$ cat src/rtl/extirq_pkg.sv
`timescale 1ns/100ps
package extirq_pkg;

  localparam int DATA_W = 32;
  localparam int ADDR_W = 5;

  localparam logic [ADDR_W-1:0] OFF_MASK  = 5'h00;
  localparam logic [ADDR_W-1:0] OFF_EN    = 5'h04;
  localparam logic [ADDR_W-1:0] OFF_DIS   = 5'h08;
  localparam logic [ADDR_W-1:0] OFF_CLR   = 5'h0C;
  localparam logic [ADDR_W-1:0] OFF_STAT  = 5'h10;
  localparam logic [ADDR_W-1:0] OFF_MODE  = 5'h14;
  localparam logic [ADDR_W-1:0] OFF_EDGE  = 5'h18;
  localparam logic [ADDR_W-1:0] OFF_LEVEL = 5'h1C;

  // Polarity correction: returns 1 when the sample is at the active level.
  function automatic logic level_active(input logic sample, input logic act_high);
    return act_high ? sample : ~sample;
  endfunction

  // Edge test on one line: compares current and previous synchronized sample.
  function automatic logic edge_seen(input logic cur, input logic prev, input logic rising);
    return rising ? (cur & ~prev) : (~cur & prev);
  endfunction

  // Next value of an edge latch; a new edge wins over a clear in the same cycle.
  function automatic logic latch_next(input logic level_mode, input logic hit,
                                      input logic held, input logic clr);
    return level_mode ? 1'b0 : (hit | (held & ~clr));
  endfunction

endpackage

$ cat src/rtl/extirq_sync.sv
`timescale 1ns/100ps
module extirq_sync #(
  parameter int WIDTH = 8
) (
  input  logic             clk,
  input  logic             rst_n,
  input  logic [WIDTH-1:0] async_in,
  output logic [WIDTH-1:0] sync_out
);

  for (genvar g = 0; g < WIDTH; g++) begin : g_line
    logic stage1_q;
    logic stage2_q;
    always_ff @(posedge clk or negedge rst_n) begin
      if (!rst_n) begin
        stage1_q <= 1'b0;
        stage2_q <= 1'b0;
      end else begin
        stage1_q <= async_in[g];
        stage2_q <= stage1_q;
      end
    end
    assign sync_out[g] = stage2_q;
  end

endmodule

$ cat src/rtl/extirq_detect.sv
`timescale 1ns/100ps
module extirq_detect
  import extirq_pkg::*;
#(
  parameter int WIDTH = 8
) (
  input  logic             clk,
  input  logic             rst_n,
  input  logic [WIDTH-1:0] sync_in,
  input  logic [WIDTH-1:0] mode_lvl,
  input  logic [WIDTH-1:0] edge_rise,
  input  logic [WIDTH-1:0] lvl_high,
  input  logic [WIDTH-1:0] clr_hit,
  output logic [WIDTH-1:0] edge_hit,
  output logic [WIDTH-1:0] latch_q,
  output logic [WIDTH-1:0] pending
);

  logic [WIDTH-1:0] prev_q;

  always_ff @(posedge clk or negedge rst_n) begin
    if (!rst_n) prev_q <= '0;
    else        prev_q <= sync_in;
  end

  for (genvar g = 0; g < WIDTH; g++) begin : g_line
    logic lvl_on;
    assign lvl_on      = level_active(sync_in[g], lvl_high[g]);
    assign edge_hit[g] = ~mode_lvl[g] & edge_seen(sync_in[g], prev_q[g], edge_rise[g]);

    always_ff @(posedge clk or negedge rst_n) begin
      if (!rst_n) latch_q[g] <= 1'b0;
      else        latch_q[g] <= latch_next(mode_lvl[g], edge_hit[g], latch_q[g], clr_hit[g]);
    end

    assign pending[g] = mode_lvl[g] ? lvl_on : latch_q[g];
  end

endmodule

$ cat src/rtl/extirq_regs.sv
`timescale 1ns/100ps
module extirq_regs
  import extirq_pkg::*;
#(
  parameter int WIDTH = 8
) (
  input  logic              clk,
  input  logic              rst_n,
  input  logic [ADDR_W-1:0] bus_addr,
  input  logic              bus_wr,
  input  logic [DATA_W-1:0] bus_wdata,
  output logic [DATA_W-1:0] bus_rdata,
  input  logic [WIDTH-1:0]  pending,
  output logic [WIDTH-1:0]  mask_q,
  output logic [WIDTH-1:0]  mode_q,
  output logic [WIDTH-1:0]  edge_q,
  output logic [WIDTH-1:0]  level_q,
  output logic [WIDTH-1:0]  en_hit,
  output logic [WIDTH-1:0]  dis_hit,
  output logic [WIDTH-1:0]  clr_hit
);

  logic [WIDTH-1:0] wbits;
  assign wbits = bus_wdata[WIDTH-1:0];

  if (WIDTH < DATA_W) begin : g_spare
    logic unused_hi;
    assign unused_hi = ^bus_wdata[DATA_W-1:WIDTH];
  end

  logic wr_en, wr_dis, wr_clr, wr_mode, wr_edge, wr_lvl;
  assign wr_en   = bus_wr && (bus_addr == OFF_EN);
  assign wr_dis  = bus_wr && (bus_addr == OFF_DIS);
  assign wr_clr  = bus_wr && (bus_addr == OFF_CLR);
  assign wr_mode = bus_wr && (bus_addr == OFF_MODE);
  assign wr_edge = bus_wr && (bus_addr == OFF_EDGE);
  assign wr_lvl  = bus_wr && (bus_addr == OFF_LEVEL);

  assign en_hit  = wr_en  ? wbits : '0;
  assign dis_hit = wr_dis ? wbits : '0;
  assign clr_hit = wr_clr ? wbits : '0;

  always_ff @(posedge clk or negedge rst_n) begin
    if (!rst_n) begin
      mask_q  <= '0;
      mode_q  <= '0;
      edge_q  <= '0;
      level_q <= '0;
    end else begin
      mask_q <= (mask_q | en_hit) & ~dis_hit;
      if (wr_mode) mode_q  <= wbits;
      if (wr_edge) edge_q  <= wbits;
      if (wr_lvl)  level_q <= wbits;
    end
  end

  always_comb begin
    bus_rdata = '0;
    unique case (bus_addr)
      OFF_MASK:  bus_rdata[WIDTH-1:0] = mask_q;
      OFF_STAT:  bus_rdata[WIDTH-1:0] = pending;
      OFF_MODE:  bus_rdata[WIDTH-1:0] = mode_q;
      OFF_EDGE:  bus_rdata[WIDTH-1:0] = edge_q;
      OFF_LEVEL: bus_rdata[WIDTH-1:0] = level_q;
      default:   bus_rdata = '0;
    endcase
  end

endmodule

$ cat src/rtl/extirq_cond.sv
`timescale 1ns/100ps
module extirq_cond
  import extirq_pkg::*;
#(
  parameter int NUM_LINES = 8
) (
  input  logic                 clk,
  input  logic                 rst_n,
  input  logic [4:0]           bus_addr,
  input  logic                 bus_wr,
  input  logic [31:0]          bus_wdata,
  output logic [31:0]          bus_rdata,
  input  logic [NUM_LINES-1:0] ext_pin,
  output logic [NUM_LINES-1:0] irq_req
);

  // Named internal events, brought out for the bound checker.
  logic [NUM_LINES-1:0] sync_pin;
  logic [NUM_LINES-1:0] mask_q, mode_q, edge_q, level_q;
  logic [NUM_LINES-1:0] en_hit, dis_hit, clr_hit;
  logic [NUM_LINES-1:0] edge_hit, latch_q, pending;

  extirq_sync #(.WIDTH(NUM_LINES)) u_sync (
    .clk      (clk),
    .rst_n    (rst_n),
    .async_in (ext_pin),
    .sync_out (sync_pin)
  );

  extirq_detect #(.WIDTH(NUM_LINES)) u_det (
    .clk       (clk),
    .rst_n     (rst_n),
    .sync_in   (sync_pin),
    .mode_lvl  (mode_q),
    .edge_rise (edge_q),
    .lvl_high  (level_q),
    .clr_hit   (clr_hit),
    .edge_hit  (edge_hit),
    .latch_q   (latch_q),
    .pending   (pending)
  );

  extirq_regs #(.WIDTH(NUM_LINES)) u_regs (
    .clk       (clk),
    .rst_n     (rst_n),
    .bus_addr  (bus_addr),
    .bus_wr    (bus_wr),
    .bus_wdata (bus_wdata),
    .bus_rdata (bus_rdata),
    .pending   (pending),
    .mask_q    (mask_q),
    .mode_q    (mode_q),
    .edge_q    (edge_q),
    .level_q   (level_q),
    .en_hit    (en_hit),
    .dis_hit   (dis_hit),
    .clr_hit   (clr_hit)
  );

  assign irq_req = pending & mask_q;

endmodule

$ cat config.mk
export PLATFORM = sky130hd
export DESIGN_NAME = extirq_cond
export DESIGN_NICKNAME = d
export VERILOG_FILES = /design/src/rtl/extirq_pkg.sv /design/src/rtl/extirq_sync.sv /design/src/rtl/extirq_detect.sv /design/src/rtl/extirq_regs.sv /design/src/rtl/extirq_cond.sv
export SDC_FILE = /design/constraint.sdc
export NUM_CORES = 1
export LEC_CHECK = 0
export CAP_MARGIN = 20
export CORE_ASPECT_RATIO = 0.75
export CORE_MARGIN = 3
export CORE_UTILIZATION = 43
export CTS_CLUSTER_SIZE = 8
export DETAILED_ROUTE_END_ITERATION = 12
export PLACE_DENSITY = 0.75
export SLEW_MARGIN = 20
export SYNTH_ARGS = -nofsm -noshare
export SYNTH_HDL_FRONTEND = slang
export SYNTH_SLANG_ARGS = --single-unit
$ cat constraint.sdc
create_clock -name clk -period 1.4 [get_ports clk]
set_clock_uncertainty 0.15 [all_clocks]
set_input_delay 0.14 -clock clk [delete_from_list [all_inputs] [get_ports clk]]
set_output_delay 0.14 -clock clk [all_outputs]
set_load 0.02 [all_outputs]
# [Word level (Yosys, flattened, before mapping)]
# Cells that the tools add are included.
[totals] ff_bits=64 output_inout_bits=40 elab_cells=155
[op_classes] n_eq_ne=7 n_mux=36 n_bitwise=76 reduce_logical=7
[op_table] operator="$pmux 8 s5" n=1
[op_table] operator="$and 1x1->1" n=32
[op_table] operator="$mux 1" n=32
[op_table] operator="$not 1->1" n=32
[op_table] operator="$mux 8" n=3
[op_table] operator="$eq 5x5->1 const B" n=4
[op_table] operator="$and 8x8->8" n=2
[op_table] operator="$eq 5x4->1 const B" n=2
[op_table] operator="$not 8->8" n=1
[op_table] operator="$or 1x1->1" n=8
[op_table] operator="$or 8x8->8" n=1
[op_table] operator="$logic_and 1x1->1" n=6
[op_table] operator="$eq 5x3->1 const B" n=1
[op_table] operator="$logic_not 5->1" n=1

# [Longest topological paths before layout]
# Gate-level depths: netlist of the first run.
[depth] word_depth=7 ltp_mapped=7 mapped_depth_nobuf=4

# [Cells and area by module]
# A second synthesis of the first run with hierarchy kept.
[unflattened] cells_unflattened=272 hier_area_um2=3253.1
[modules_own_cells] mod="extirq_regs" instances=1 cells_each=168 area_per_inst_um2=1911.8
[modules_own_cells] mod="extirq_detect" instances=1 cells_each=72 area_per_inst_um2=830.8
[modules_own_cells] mod="extirq_sync" instances=1 cells_each=24 area_per_inst_um2=460.4
[modules_own_cells] mod="extirq_cond" instances=1 cells_each=8 area_per_inst_um2=50.0

# [Least setup slack after synthesis of the first run]
# OpenSTA, ideal clock, no wires.
[synth_timing] kind="input -> output" start="input bus_addr[3]" end="output bus_rdata[0]" arrival_ns=1.343 required_time_ns=1.110 path_slack_ns=-0.233 cell_stages=6 path_cell_list="buf_2 and2_1 buf_2 and2_0 clkbuf_1 a221o_1"
[synth_via] elab_chain_cells=2
[synth_rtl] item="start, declared" line_no="extirq_cond.sv:9" text="input logic [4:0] bus_addr,"
[synth_rtl] item="$eq 5x5->1 / $logic_not 5->1 (equally long branches)" line_no="extirq_regs.sv:59" text="unique case (bus_addr)"
[synth_rtl] item="$pmux 8 s5 (*)" line_no="extirq_regs.sv:59"
[synth_rtl] item="end, declared" line_no="extirq_cond.sv:12" text="output logic [31:0] bus_rdata,"
# Every way passes the cells marked *; elsewhere a longest branch is shown, timed or not.

# [Final worst setup path of the first run]
[layout_timing] start="register u_regs.level_q[0]" end="output bus_rdata[0]"
[layout_via] elab_chain_cells=3
[layout_rtl] item="start, declared" line_no="extirq_regs.sv:17" text="output logic [WIDTH-1:0] level_q,"
[layout_rtl] item="start signal, assigned" line_no="extirq_regs.sv:53" text="if (wr_lvl) level_q <= wbits;"
[layout_rtl] item="$mux 1" line_no="extirq_pkg.sv:18" text="return act_high ? sample : ~sample;"
[layout_rtl] item="$mux 1" line_no="extirq_detect.sv:36" text="assign pending[g] = mode_lvl[g] ? lvl_on : latch_q[g];"
[layout_rtl] item="$pmux 8 s5 (*)" line_no="extirq_regs.sv:59"
# Marked as above.

==> results.md, run 1 <==
- Status: complete, but fails checks
- Failing checks: negative setup slack
- Via count: 2397
- First-pass GRT wire length: 11.7 mm
- Post-synth top area share: 0.538
- FF/Latch Area: 0.00160 mm2
- Main flop type after synthesis: dfrtp_1
- Fin nets: 423
- Initial antenna violation count: 0
- Net Sw Frac: 0.298
- Gr busiest metal: met2
- Number of global-route vias before repair: 2361
- Number of I/O port buffers: 39
- Post-DP HPWL: 4.96 mm
- I/O Pins: 88
- Fin Hold WS: 0.0725 ns
- Remaining DRCs: 0
- Internal cell power: 3710 uW
- Worst Setup End Kind: primary output
- Top-count cell post-synth: dfrtp_1
- Combinational share of power: 0.291
- CTS Buffer Depth: 2
- Die footprint: 0.00796 mm2
- WP data arrival: 1.60 ns
- Vias per inst: 5.20
- Peak VDD IR: 0.840 mV
- Main combinational cell family by area after synthesis: compound AO/OA/AOI/OAI gates
- WL/cell: 15.7 um
- Mux contribution to synthesized area: 0.124
- Grt total ovfl: 0
- Met3 usage: 0.0462
- Tcrit/Tclk final: 1.35
- Worst r2r path cells: 7
- Die H: 78.0 um
- Post-synthesis xor/xnor area fraction: 0.0236
- Switching power: 1570 uW
- Mean Syn Cell Area: 11.2 um2
- Leakage power: 0.00198 uW
- # fillers: 495
- Sequential share of power: 0.448
- Final setup fails: 16
- RePlAce Congestion: 0.821
- Cells after DPL: 435
- Count of cell types in the netlist: 29
- CP max FO: 2
- Top cells by area, synth: dfrtp_1, mux2_2, buf_4
- Final Slew Violations: 0
- Flops & latches, synth: 64
- DRT antenna net count: 0
- Initial Util: 0.457
- Yosys top cell by area: dfrtp_1
- CP startpoint kind: flip-flop
- Multi-input gate area: 0.00143 mm2
- Final WS setup: -0.490 ns
- Worst Path Required: 1.11 ns
- Reg-to-Reg End: u_det.latch_q[5]
- Cell Pwr Density: 1230 mW/mm2
- Gr usage total: 0.195
- DRT Pass-1 Iters: 4
- Max-cap violations: 0
- Finished Cell Area: 0.00428 mm2
- Initial DRC count: 130
- Type of the worst setup path: flip-flop to primary output
- Worst-Skew Late Latency: 0.35 ns
- Synth Area in Adders: 0
- Post-Syn Area: 0.00297 mm2
- Tmin final: 1.89 ns
- Synth cell count leaders: dfrtp_1, a21oi_1, mux2_2
- CTS Sinks: 64
- CTS tree: done
- Critical R2R Launch: u_sync.g_line[5].stage2_q
- Cell Count, Final, Fillers Out: 461
- Sequential element share of the synthesized area: 0.538
- Global routing usage on met1: 0.276
- Simple-Gate Fraction of Synth Area: 0.110
- Max Fclk: 529 MHz
- Worst min-delay path class: input port to flip-flop
- WL final: 7.26 mm
- Clock slew at reported path FFs: 0.07 ns
- Complex-gate fraction of the synthesized area: 0.130
- Largest net degree at the start of global routing: 65
- FF-to-FF setup slack: 0.08 ns
- H-tree lvl count: 3
- Die width: 102 um
- Cells after synthesis: 265
- Area Overhead vs Synth: 44.0%
- Number of buffers created by CTS: 9
- Clock power frac: 0.261
- CP Launch Point: u_regs.level_q[0]
- Diode count: 0
- Root buf cell: clkbuf_8
- Async S/R FF share, synth: 1.00
- Layout cell share with drive strength beyond 1: 0.463
- Post-synth EDFFs: 0
- Final Hold Vio Count: 0
- Post-DP Area: 0.00386 mm2
- Core ar.: 0.00651 mm2
- Crit path capture: bus_rdata[0]
- FP Rows: 25
- Grt met2 use: 0.285
- Number of synthesis warnings: 0
- RSZ-0062 raised after global routing: true
- Fin Setup TNS: -5.66 ns
placed cells by master, fill, tap and decap left out, types with 2 or more instances in the layout:
cell / count
a21oi_1: 24
a21oi_2: 10
a22o_1: 6
a22oi_1: 7
a22oi_2: 6
and2_4: 7
buf_12: 3
buf_2: 2
buf_4: 57
buf_6: 24
clkbuf_1: 3
clkbuf_2: 2
clkbuf_8: 10
clkdlybuf4s50_1: 16
clkinv_2: 2
conb_1: 24
dfrtp_1: 64
dlygate4sd2_1: 2
mux2_2: 24
mux2_4: 7
mux2i_1: 2
nand2_1: 16
nand2_2: 7
nor2_1: 15
nor2b_2: 2
nor3_4: 2
nor3b_4: 2
o21ai_0: 8
xnor2_1: 8
worst min-delay path by stage:
stage	cells after the start	slack, ns	startpoint	end
global route	1	0.06	ext_pin[5]	u_sync.g_line[5].stage1_q
finish	1	0.07	ext_pin[4]	u_sync.g_line[4].stage1_q
detailed placement	2	0.04	rst_n	u_sync.g_line[3].stage1_q
floorplan	0	-0.31	rst_n	u_det.latch_q[0]
CTS	1	0.06	ext_pin[4]	u_sync.g_line[4].stage1_q
global placement	2	0.02	rst_n	u_sync.g_line[5].stage1_q
worst max-delay path: stages (launching register included):
cell	delay, ns
dfrtp_1	0.39
xnor2_1	0.13
mux2_4	0.27
a221o_1	0.32
buf_6	0.14
power by group through the flow:
| stage | Sequential [uW] | Clock, uW | Combinational [uW] |
|---|---|---|---|
| after floorplan | 2350 | 0 | 749 |
| after global placement | 2370 | 0 | 1260 |
| after detailed placement | 2380 | 0 | 1300 |
| after CTS | 2360 | 1410 | 1450 |
| after global routing | 2410 | 1500 | 1680 |
| final | 2370 | 1380 | 1540 |
cell families (layout without fill, tap and decap cells):
group,count (synthesis),after routing
multiplexers,33,33
other,1,24
XOR/XNOR,8,8
AND/OR/NAND/NOR,63,63
flip-flops,64,64
buffers and inverters,32,124
AO/OA/AOI/OAI,64,64
through the flow:
| stage | utilization | setup slack [ns] | total power (uW) |
|---|---|---|---|
| after global routing | 0.658 | -0.539 | 5590 |
| after detailed placement | 0.593 | -1.18 | 3680 |
| after global placement | 0.593 | -1.15 | 3630 |
| after floorplan | - | -0.125 | 3100 |
| after CTS | 0.643 | -0.479 | 5230 |
| final | 0.658 | -0.490 | 5290 |
sequential cells by signal, summed over array words and instances, names as in the netlist:
name,flops
u_regs.mode_q,8
u_regs.level_q,8
u_regs.mask_q,8
u_sync.g_line.stage1_q,8
u_det.latch_q,8
u_det.prev_q,8
u_regs.edge_q,8
u_sync.g_line.stage2_q,8
layout make-up:
cell class	count	area share
clock buffers	13	0.0348
clock inverters	3	0.00409
multi-input cells	192	0.334
flip-flops and latches	64	0.374
well taps	81	0.0237
repair buffers	108	0.229
per-layer routing:
layer  part of all wire  vias to the layer above
met2               0.47                       81
met4              0.022                        0
met5                  0                        -
li1                   -                     1107
met1               0.44                     1193
met3              0.074                       16
what timing repair did:
action / in CTS / in global routing
endpoints found under the hold margin: 64 / 0
endpoints found under the setup margin: 56 / 44
setup buffers: 3 / 6
hold buffers: 1 / 0
pin swaps: 20 / 10
resized for setup: 140 / 19
Power figures use the tool's default switching activity.
==> inputs of run 2 (changes only) <==
--- a/config.mk
+++ b/config.mk
@@ -9,6 +9,7 @@
 export CORE_ASPECT_RATIO = 0.75
 export CORE_MARGIN = 3
 export CORE_UTILIZATION = 43
+export CTS_CLUSTER_DIAMETER = 150
 export CTS_CLUSTER_SIZE = 8
 export DETAILED_ROUTE_END_ITERATION = 12
 export PLACE_DENSITY = 0.75
==> results of run 2 <==
The final DEF is identical to that of run 1; final timing and power are the same.
